==> src/rtl/ccc_pkg.sv <==
package ccc_pkg;
  localparam int ADDR_W     = 16;
  localparam int WORD_W     = 32;
  localparam int LINE_BYTES = 16;
  localparam int NLINES     = 8;
  localparam int OFF_W      = $clog2(LINE_BYTES);
  localparam int IDX_W      = $clog2(NLINES);
  localparam int TAG_W      = ADDR_W - OFF_W - IDX_W;
  localparam int LINE_W     = ADDR_W - OFF_W;
  localparam int WPL        = LINE_BYTES * 8 / WORD_W;
  localparam int WSEL_W     = $clog2(WPL);
  localparam int BYTE_W     = OFF_W - WSEL_W;

  typedef logic [ADDR_W-1:0] addr_t;
  typedef logic [TAG_W-1:0]  tag_t;
  typedef logic [IDX_W-1:0]  idx_t;
  typedef logic [WSEL_W-1:0] wsel_t;
  typedef logic [WORD_W-1:0] word_t;
  typedef logic [LINE_W-1:0] line_t;

  typedef enum logic [1:0] {CS_IDLE, CS_DRAIN, CS_LOOK, CS_WB} cstate_t;

  function automatic line_t line_of(addr_t a);
    return a[ADDR_W-1:OFF_W];
  endfunction
  function automatic idx_t idx_of(addr_t a);
    return a[OFF_W+IDX_W-1:OFF_W];
  endfunction
  function automatic tag_t tag_of(addr_t a);
    return a[ADDR_W-1:OFF_W+IDX_W];
  endfunction
  function automatic wsel_t wsel_of(addr_t a);
    return a[OFF_W-1:BYTE_W];
  endfunction
  function automatic addr_t beat_addr(tag_t t, idx_t i, wsel_t w);
    return {t, i, w, {BYTE_W{1'b0}}};
  endfunction
endpackage

==> src/rtl/ccc_store_buf.sv <==
module ccc_store_buf
  import ccc_pkg::*;
#(
  parameter int DEPTH = 4
) (
  input  logic  clk,
  input  logic  rst_n,
  input  logic  push,
  input  addr_t push_addr,
  input  word_t push_data,
  output logic  full,
  input  logic  pop,
  output logic  empty,
  output addr_t head_addr,
  output word_t head_data,
  input  line_t look_line,
  output logic  line_pending
);
  localparam int PW = $clog2(DEPTH);

  logic [DEPTH-1:0] occ;
  logic [DEPTH-1:0] hit_v;
  addr_t            ent_a [DEPTH];
  word_t            ent_d [DEPTH];
  logic [PW-1:0]    wp, rp;
  logic             do_push, do_pop;

  assign full    = &occ;
  assign empty   = ~|occ;
  assign do_push = push && !full;
  assign do_pop  = pop && !empty;

  always_ff @(posedge clk) begin
    if (!rst_n) begin
      occ <= '0;
      wp  <= '0;
      rp  <= '0;
    end else begin
      if (do_push) begin
        occ[wp] <= 1'b1;
        wp      <= wp + 1'b1;
      end
      if (do_pop) begin
        occ[rp] <= 1'b0;
        rp      <= rp + 1'b1;
      end
    end
  end

  always_ff @(posedge clk) begin
    if (do_push) begin
      ent_a[wp] <= push_addr;
      ent_d[wp] <= push_data;
    end
  end

  assign head_addr = ent_a[rp];
  assign head_data = ent_d[rp];

  for (genvar g = 0; g < DEPTH; g++) begin : g_match
    assign hit_v[g] = occ[g] && (line_of(ent_a[g]) == look_line);
  end
  assign line_pending = |hit_v;
endmodule

==> src/rtl/ccc_line_array.sv <==
module ccc_line_array
  import ccc_pkg::*;
(
  input  logic  clk,
  input  logic  rst_n,
  input  logic  wr_en,
  input  addr_t wr_addr,
  input  word_t wr_data,
  input  logic  upd_en,
  input  logic  upd_drop,
  input  idx_t  upd_idx,
  input  idx_t  a_idx,
  input  wsel_t a_wsel,
  output logic  a_valid,
  output logic  a_dirty,
  output tag_t  a_tag,
  output word_t a_word,
  input  idx_t  b_idx,
  input  wsel_t b_wsel,
  output logic  b_valid,
  output logic  b_dirty,
  output tag_t  b_tag,
  output word_t b_word
);
  logic [NLINES-1:0] vld, dty;
  tag_t              tg  [NLINES];
  word_t             dat [NLINES][WPL];
  idx_t              wi;
  wsel_t             ws;

  assign wi = idx_of(wr_addr);
  assign ws = wsel_of(wr_addr);

  always_ff @(posedge clk) begin
    if (!rst_n) begin
      vld <= '0;
      dty <= '0;
      for (int i = 0; i < NLINES; i++) begin
        tg[i] <= '0;
        for (int j = 0; j < WPL; j++) dat[i][j] <= '0;
      end
    end else begin
      if (wr_en) begin
        tg[wi]      <= tag_of(wr_addr);
        vld[wi]     <= 1'b1;
        dty[wi]     <= 1'b1;
        dat[wi][ws] <= wr_data;
      end
      if (upd_en) begin
        dty[upd_idx] <= 1'b0;
        if (upd_drop) vld[upd_idx] <= 1'b0;
      end
    end
  end

  assign a_valid = vld[a_idx];
  assign a_dirty = dty[a_idx];
  assign a_tag   = tg[a_idx];
  assign a_word  = dat[a_idx][a_wsel];
  assign b_valid = vld[b_idx];
  assign b_dirty = dty[b_idx];
  assign b_tag   = tg[b_idx];
  assign b_word  = dat[b_idx][b_wsel];
endmodule

==> src/rtl/ccc_clean_fsm.sv <==
module ccc_clean_fsm
  import ccc_pkg::*;
(
  input  logic  clk,
  input  logic  rst_n,
  input  logic  req_valid,
  input  addr_t req_addr,
  input  logic  req_drop,
  input  logic  sb_line_pending,
  output line_t tgt_line,
  input  logic  a_valid,
  input  logic  a_dirty,
  input  tag_t  a_tag,
  input  word_t a_word,
  output idx_t  a_idx,
  output wsel_t a_wsel,
  output logic  mem_valid,
  output addr_t mem_addr,
  output word_t mem_data,
  input  logic  mem_ready,
  output logic  upd_en,
  output logic  upd_drop,
  output logic  done,
  output logic  busy,
  output logic  drain_ok
);
  cstate_t st;
  line_t   lat;
  logic    drop_q, done_q;
  wsel_t   beat;
  tag_t    t_tag;
  idx_t    t_idx;
  logic    hit, need_wb, last_beat;

  assign t_tag     = lat[LINE_W-1:IDX_W];
  assign t_idx     = lat[IDX_W-1:0];
  assign hit       = a_valid && (a_tag == t_tag);
  assign need_wb   = hit && a_dirty;
  assign last_beat = (beat == wsel_t'(WPL - 1));

  assign mem_valid = (st == CS_WB);
  assign mem_addr  = beat_addr(t_tag, t_idx, beat);
  assign mem_data  = a_word;
  assign a_idx     = t_idx;
  assign a_wsel    = beat;
  assign upd_en    = ((st == CS_LOOK) && hit && !a_dirty) ||
                     ((st == CS_WB) && mem_ready && last_beat);
  assign upd_drop  = drop_q;
  assign busy      = (st != CS_IDLE);
  assign drain_ok  = (st == CS_IDLE) || (st == CS_DRAIN);
  assign done      = done_q;
  assign tgt_line  = lat;

  always_ff @(posedge clk) begin
    if (!rst_n) begin
      st     <= CS_IDLE;
      lat    <= '0;
      drop_q <= 1'b0;
      beat   <= '0;
      done_q <= 1'b0;
    end else begin
      done_q <= 1'b0;
      case (st)
        CS_IDLE: if (req_valid) begin
          lat    <= line_of(req_addr);
          drop_q <= req_drop;
          st     <= CS_DRAIN;
        end
        CS_DRAIN: if (!sb_line_pending) st <= CS_LOOK;
        CS_LOOK: begin
          beat <= '0;
          if (need_wb) st <= CS_WB;
          else begin
            st     <= CS_IDLE;
            done_q <= 1'b1;
          end
        end
        default: if (mem_ready) begin
          beat <= beat + 1'b1;
          if (last_beat) begin
            st     <= CS_IDLE;
            done_q <= 1'b1;
          end
        end
      endcase
    end
  end
endmodule

==> src/rtl/ccc_clean_ctrl.sv <==
module ccc_clean_ctrl
  import ccc_pkg::*;
#(
  parameter int SB_DEPTH = 4
) (
  input  logic        clk,
  input  logic        rst_n,
  input  logic        st_valid,
  input  logic [15:0] st_addr,
  input  logic [31:0] st_data,
  output logic        st_ready,
  input  logic        clean_valid,
  input  logic [15:0] clean_addr,
  input  logic        drop_line,
  output logic        clean_ready,
  output logic        busy,
  output logic        clean_done,
  input  logic        fence_req,
  output logic        fence_ack,
  output logic        mem_valid,
  output logic [15:0] mem_addr,
  output logic [31:0] mem_data,
  input  logic        mem_ready,
  input  logic [15:0] probe_addr,
  output logic        probe_hit,
  output logic        probe_dirty,
  output logic [31:0] probe_data
);
  logic  sb_full, sb_empty, sb_pending, drain_ok, drain;
  addr_t sb_addr;
  word_t sb_data;
  line_t tgt_line;
  logic  a_valid, a_dirty, b_valid, b_dirty;
  tag_t  a_tag, b_tag;
  word_t a_word;
  idx_t  a_idx;
  wsel_t a_wsel;
  logic  line_upd_en, line_upd_drop;

  assign st_ready    = !sb_full;
  assign drain       = drain_ok && !sb_empty;
  assign clean_ready = !busy;
  assign fence_ack   = fence_req && !busy && !clean_valid;

  ccc_store_buf #(.DEPTH(SB_DEPTH)) u_sb (
    .clk(clk), .rst_n(rst_n),
    .push(st_valid), .push_addr(st_addr), .push_data(st_data), .full(sb_full),
    .pop(drain), .empty(sb_empty), .head_addr(sb_addr), .head_data(sb_data),
    .look_line(tgt_line), .line_pending(sb_pending)
  );

  ccc_line_array u_arr (
    .clk(clk), .rst_n(rst_n),
    .wr_en(drain), .wr_addr(sb_addr), .wr_data(sb_data),
    .upd_en(line_upd_en), .upd_drop(line_upd_drop), .upd_idx(a_idx),
    .a_idx(a_idx), .a_wsel(a_wsel), .a_valid(a_valid), .a_dirty(a_dirty),
    .a_tag(a_tag), .a_word(a_word),
    .b_idx(idx_of(probe_addr)), .b_wsel(wsel_of(probe_addr)), .b_valid(b_valid),
    .b_dirty(b_dirty), .b_tag(b_tag), .b_word(probe_data)
  );

  ccc_clean_fsm u_fsm (
    .clk(clk), .rst_n(rst_n),
    .req_valid(clean_valid), .req_addr(clean_addr), .req_drop(drop_line),
    .sb_line_pending(sb_pending), .tgt_line(tgt_line),
    .a_valid(a_valid), .a_dirty(a_dirty), .a_tag(a_tag), .a_word(a_word),
    .a_idx(a_idx), .a_wsel(a_wsel),
    .mem_valid(mem_valid), .mem_addr(mem_addr), .mem_data(mem_data), .mem_ready(mem_ready),
    .upd_en(line_upd_en), .upd_drop(line_upd_drop),
    .done(clean_done), .busy(busy), .drain_ok(drain_ok)
  );

  assign probe_hit   = b_valid && (b_tag == tag_of(probe_addr));
  assign probe_dirty = probe_hit && b_dirty;
endmodule

==> config.mk <==
export PLATFORM = sky130hd
export DESIGN_NAME = ccc_clean_ctrl
export DESIGN_NICKNAME = d
export VERILOG_FILES = /design/src/rtl/ccc_pkg.sv /design/src/rtl/ccc_store_buf.sv /design/src/rtl/ccc_line_array.sv /design/src/rtl/ccc_clean_fsm.sv /design/src/rtl/ccc_clean_ctrl.sv
export SDC_FILE = /design/constraint.sdc
export NUM_CORES = 2
export LEC_CHECK = 0
export BUFFER_PORTS_ARGS = -buffer_cell sky130_fd_sc_hd__buf_2
export CAP_MARGIN = 20
export CORE_UTILIZATION = 41
export CTS_CLUSTER_DIAMETER = 120
export DETAILED_ROUTE_END_ITERATION = 6
export GPL_TIMING_DRIVEN = 0
export PLACE_DENSITY = 0.58
export SLEW_MARGIN = 15
export SYNTH_ARGS = -nofsm -noshare
export SYNTH_HDL_FRONTEND = slang
export SYNTH_SLANG_ARGS = --single-unit
==> constraint.sdc <==
create_clock -name clk -period 4.35 [get_ports clk]
set_input_delay 0.87 -clock clk [delete_from_list [all_inputs] [get_ports clk]]
set_output_delay 0.87 -clock clk [all_outputs]
set_load 0.005 [all_outputs]
==> summary.md <==
| Metric | Value |
|---|---|
| Top cells by area, synth | edfxtp_1 59%, mux4_2 23%, nor2_1 6.4% |
| Routed vias/inst | 6.34 |
| RSZ-0062 raised after global routing | yes |
| Most area-hungry cell type in the Yosys netlist | edfxtp_1 |
| Top cells by count, synth | 1280 x edfxtp_1, 1115 x nor2_1, 679 x mux4_2 |
| CP Capture Point | mem_data[30] |
| Post-layout util | 47.8% |
| Unique masters post-synth | 49 |
| RD Place Congestion | 0.938 |
| CP max-delay cell | mux4_2 |
| Max FO, Critical Path | 10 |
| Max-cap viol count | 0 |
| Post-route DRC | 0 |
| Clock Latency Late Sink | 830 ps |
| Cell Chain, Critical Path | buf_6 -> buf_12 -> buf_4 -> buf_6 -> mux4_2 -> mux4_2 -> mux2_2 -> buf_2 |
| Initial antenna violation count | 3 |
| Die Span X | 400 um |
| Clock transition at path regs | 60 ps |
| WS Path Type | reg2out |
| CP Launch Type | flop |
| Clk_skew | 47.6 ps |
| CP required | 3480 ps |
| Num rows | 145 |
| Post-Syn Area | 0.0651 mm2 |
| Top Layer Used | met5 |
| Pwr/cell area | 447 mW/mm2 |
| Vias in the first global route | 41500 |
| Crit-path max cell delay | 590 ps |
| Number of buffers created by CTS | 149 |
| GRT Total Usage | 29.6% |
| Ports | 175 |
| Fmax | 227 MHz |
| Final Max Slew Viols | 0 |
| Routed length per instance | 35.6 um |
| Detail Placement HPWL | 164 mm |
| Initial core utilization | 41.5% |
| Tcrit/Tclk final | 101% |
| Slew @ Worst Pin | 1310 ps |
| Clock buffer depth | 3 |
| Slack of the critical path | -49.4 ps |
| Total number of vias | 42500 |
| # nets final | 4611 |
| Failing checks | setup timing |
| Lkg Pwr | 25.5 nW |
| Critical R2R Capture | u_arr.dat[0][79] |
| Share of the synthesized area in the top cell type | 59.1% |
| Hold_buf cts | 0 |
| R2R Setup Slk | 40 ps |
| PortBufs | 158 |
| Metal3 WL | 28.3 mm |
| CP endpoint kind | output pin |
| First-pass GRT wire length | 327 mm |
| Fin. Hold Viols | 0 |
| Register area | 0.0394 mm2 |
| Die H | 400 um |
| Total Die Area | 0.160 mm2 |
| Share of layout cells above drive strength 1 | 30.2% |
| Area Growth Syn to Fin | 15.3% |
| Tmin final | 4400 ps |
| VDD IR max | 0.000438 V |
| 1st-iter DRT viols | 5810 |
| Status | finished with violations |
| Syn Area/Cell | 15.6 um2 |
| Relative slew slack | 12.9% |
| CP arrival | 3530 ps |
| H-tree depth | 4 |
| Most numerous cell in the Yosys netlist | edfxtp_1 |
| Final wirelength | 238 mm |
| Setup TNS | -69.5 ps |
| Total grt overflow | 0 |
| CTS sink cnt | 1327 |
| Synth Instances | 4163 |
| Yosys warnings | 0 |
| Root Driver | clkbuf_16 |
| Post-synth EDFFs | 1280 |
| CORE AREA | 0.157 mm2 |
| Final setup viols | 4 |
| Post-synthesis sequential area ratio | 60.5% |
| R2R cell count | 6 |
| Routed wl met2 | 108 mm |
| Post-synth ARST share | 0% |
| Dominant synthesized flop cell | edfxtp_1 |
| CTS tree | built |
| Filler Cell Count | 13400 |
| Wl on met1 | 88.8 mm |
| Maximum number of pins on one net before global-route repair | 48 |
| Worst hold path class | in2reg |
| DR pass1 iterations | 6 |
| Area of the multi-input gates | 0.0242 mm2 |
| ANT nets after route | 0 |
| Synth Register Bits | 1327 |
flip-flops by register name (all words and copies together) (netlist names), named ones only:
signal and flops:
u_arr.dat 1024, u_arr.dty 8, u_arr.tg 72, u_arr.vld 8, u_fsm.a_wsel 2, u_fsm.done 1
u_fsm.st 2, u_fsm.tgt_line 12, u_fsm.upd_drop 1, u_sb.ent_a 56, u_sb.ent_d 128, u_sb.occ 4
u_sb.rp 2, u_sb.wp 2
repair_timing:
| item | 4_1_cts | 5_1_grt |
|---|---|---|
| endpoints found under the setup margin | 66 | 31 |
| buffers inserted | 4 | 6 |
| pin swaps | 0 | 0 |
| gates resized for setup | 280 | 20 |
| gates cloned | 3 | 0 |
| hold endpoints to repair | 0 | 0 |
through the flow:
| stage | hold slack, ps | instance area, um2 | power, mW | setup WS [ps] | std cells |
|---|---|---|---|---|---|
| after global placement | 448 | 68500 | 20.8 | -1850 | 6380 |
| after CTS | 210 | 74900 | 33.5 | -1.52 | 6683 |
| final | 252 | 75100 | 33.5 | -49.4 | 6695 |
| after detailed placement | 460 | 69200 | 20.9 | -1360 | 6405 |
| after floorplan | 432 | 65100 | 18.4 | 590 | 4164 |
| after global routing | 223 | 75100 | 34.3 | -44.7 | 6694 |
final cells by class:
| type | instances | share of cell area, % |
|---|---|---|
| sequential | 1327 | 52.5 |
| clock inverter | 90 | 1.30 |
| clock buffer | 182 | 5.19 |
| multi-input combinational | 2409 | 32.2 |
| inverter | 10 | 0.0500 |
| timing repair buffer | 201 | 1.93 |
| antenna | 1 | 0.00333 |
| tap | 2058 | 3.43 |
| buffer | 417 | 3.44 |
worst min path at each step:
stage	start	to	slack, ps	depth (start not counted)
floorplan	u_arr.dty[6]	u_arr.dty[6]	430	2
global placement	u_arr.dty[4]	u_arr.dty[4]	450	2
detailed placement	u_arr.dty[6]	u_arr.dty[6]	460	2
CTS	st_data[1]	u_sb.ent_d[3][1]	210	1
global route	st_data[1]	u_sb.ent_d[0][1]	220	1
finish	st_data[27]	u_sb.ent_d[2][27]	250	1
worst max-delay path, delay by kind of cell (launching register included):
family / cells / cell delay [ps]
buf+inv: 5 / 1040
flops: 1 / 320
mux: 3 / 1320
per-layer routing:
metal	global-route usage (%)	vias up
met2	45.2	2971
met1	39.1	22200
li1	-	16800
met3	8.38	558
met5	0	-
met4	14.2	2
logic make-up (layout without fill, tap and decap cells):
kind of cell    Yosys count  in the layout  share of synthesized area, %
compound gates          105            105                          1.01
flops                  1327           1327                          60.5
fa+ha+maj                 9              9                         0.173
other cells               1              3                       0.00576
xor+xnor                 68             68                         0.915
buf+inv                 428            900                          2.78
mux                     858            858                          26.5
simple gates           1367           1367                          8.17
power breakdown:
part           switching (mW)  leakage (nW)  total, mW  internal, mW
registers               0.276          13.4       14.9          14.6
clock network            5.66          2.36       12.7          7.02
logic                    3.91          9.77       5.96          2.05
layout by cell type, fill, tap and decap left out, drive strengths merged, types with 47 or more instances in the layout:
cell type,count
nor2,1115
buf,313
mux4,679
edfxtp,1280
clkinv,76
clkbuf,481
mux2i,66
dfxtp,47
mux2,113
nand2,186
Note: power is estimated with default switching activity, not from simulation.
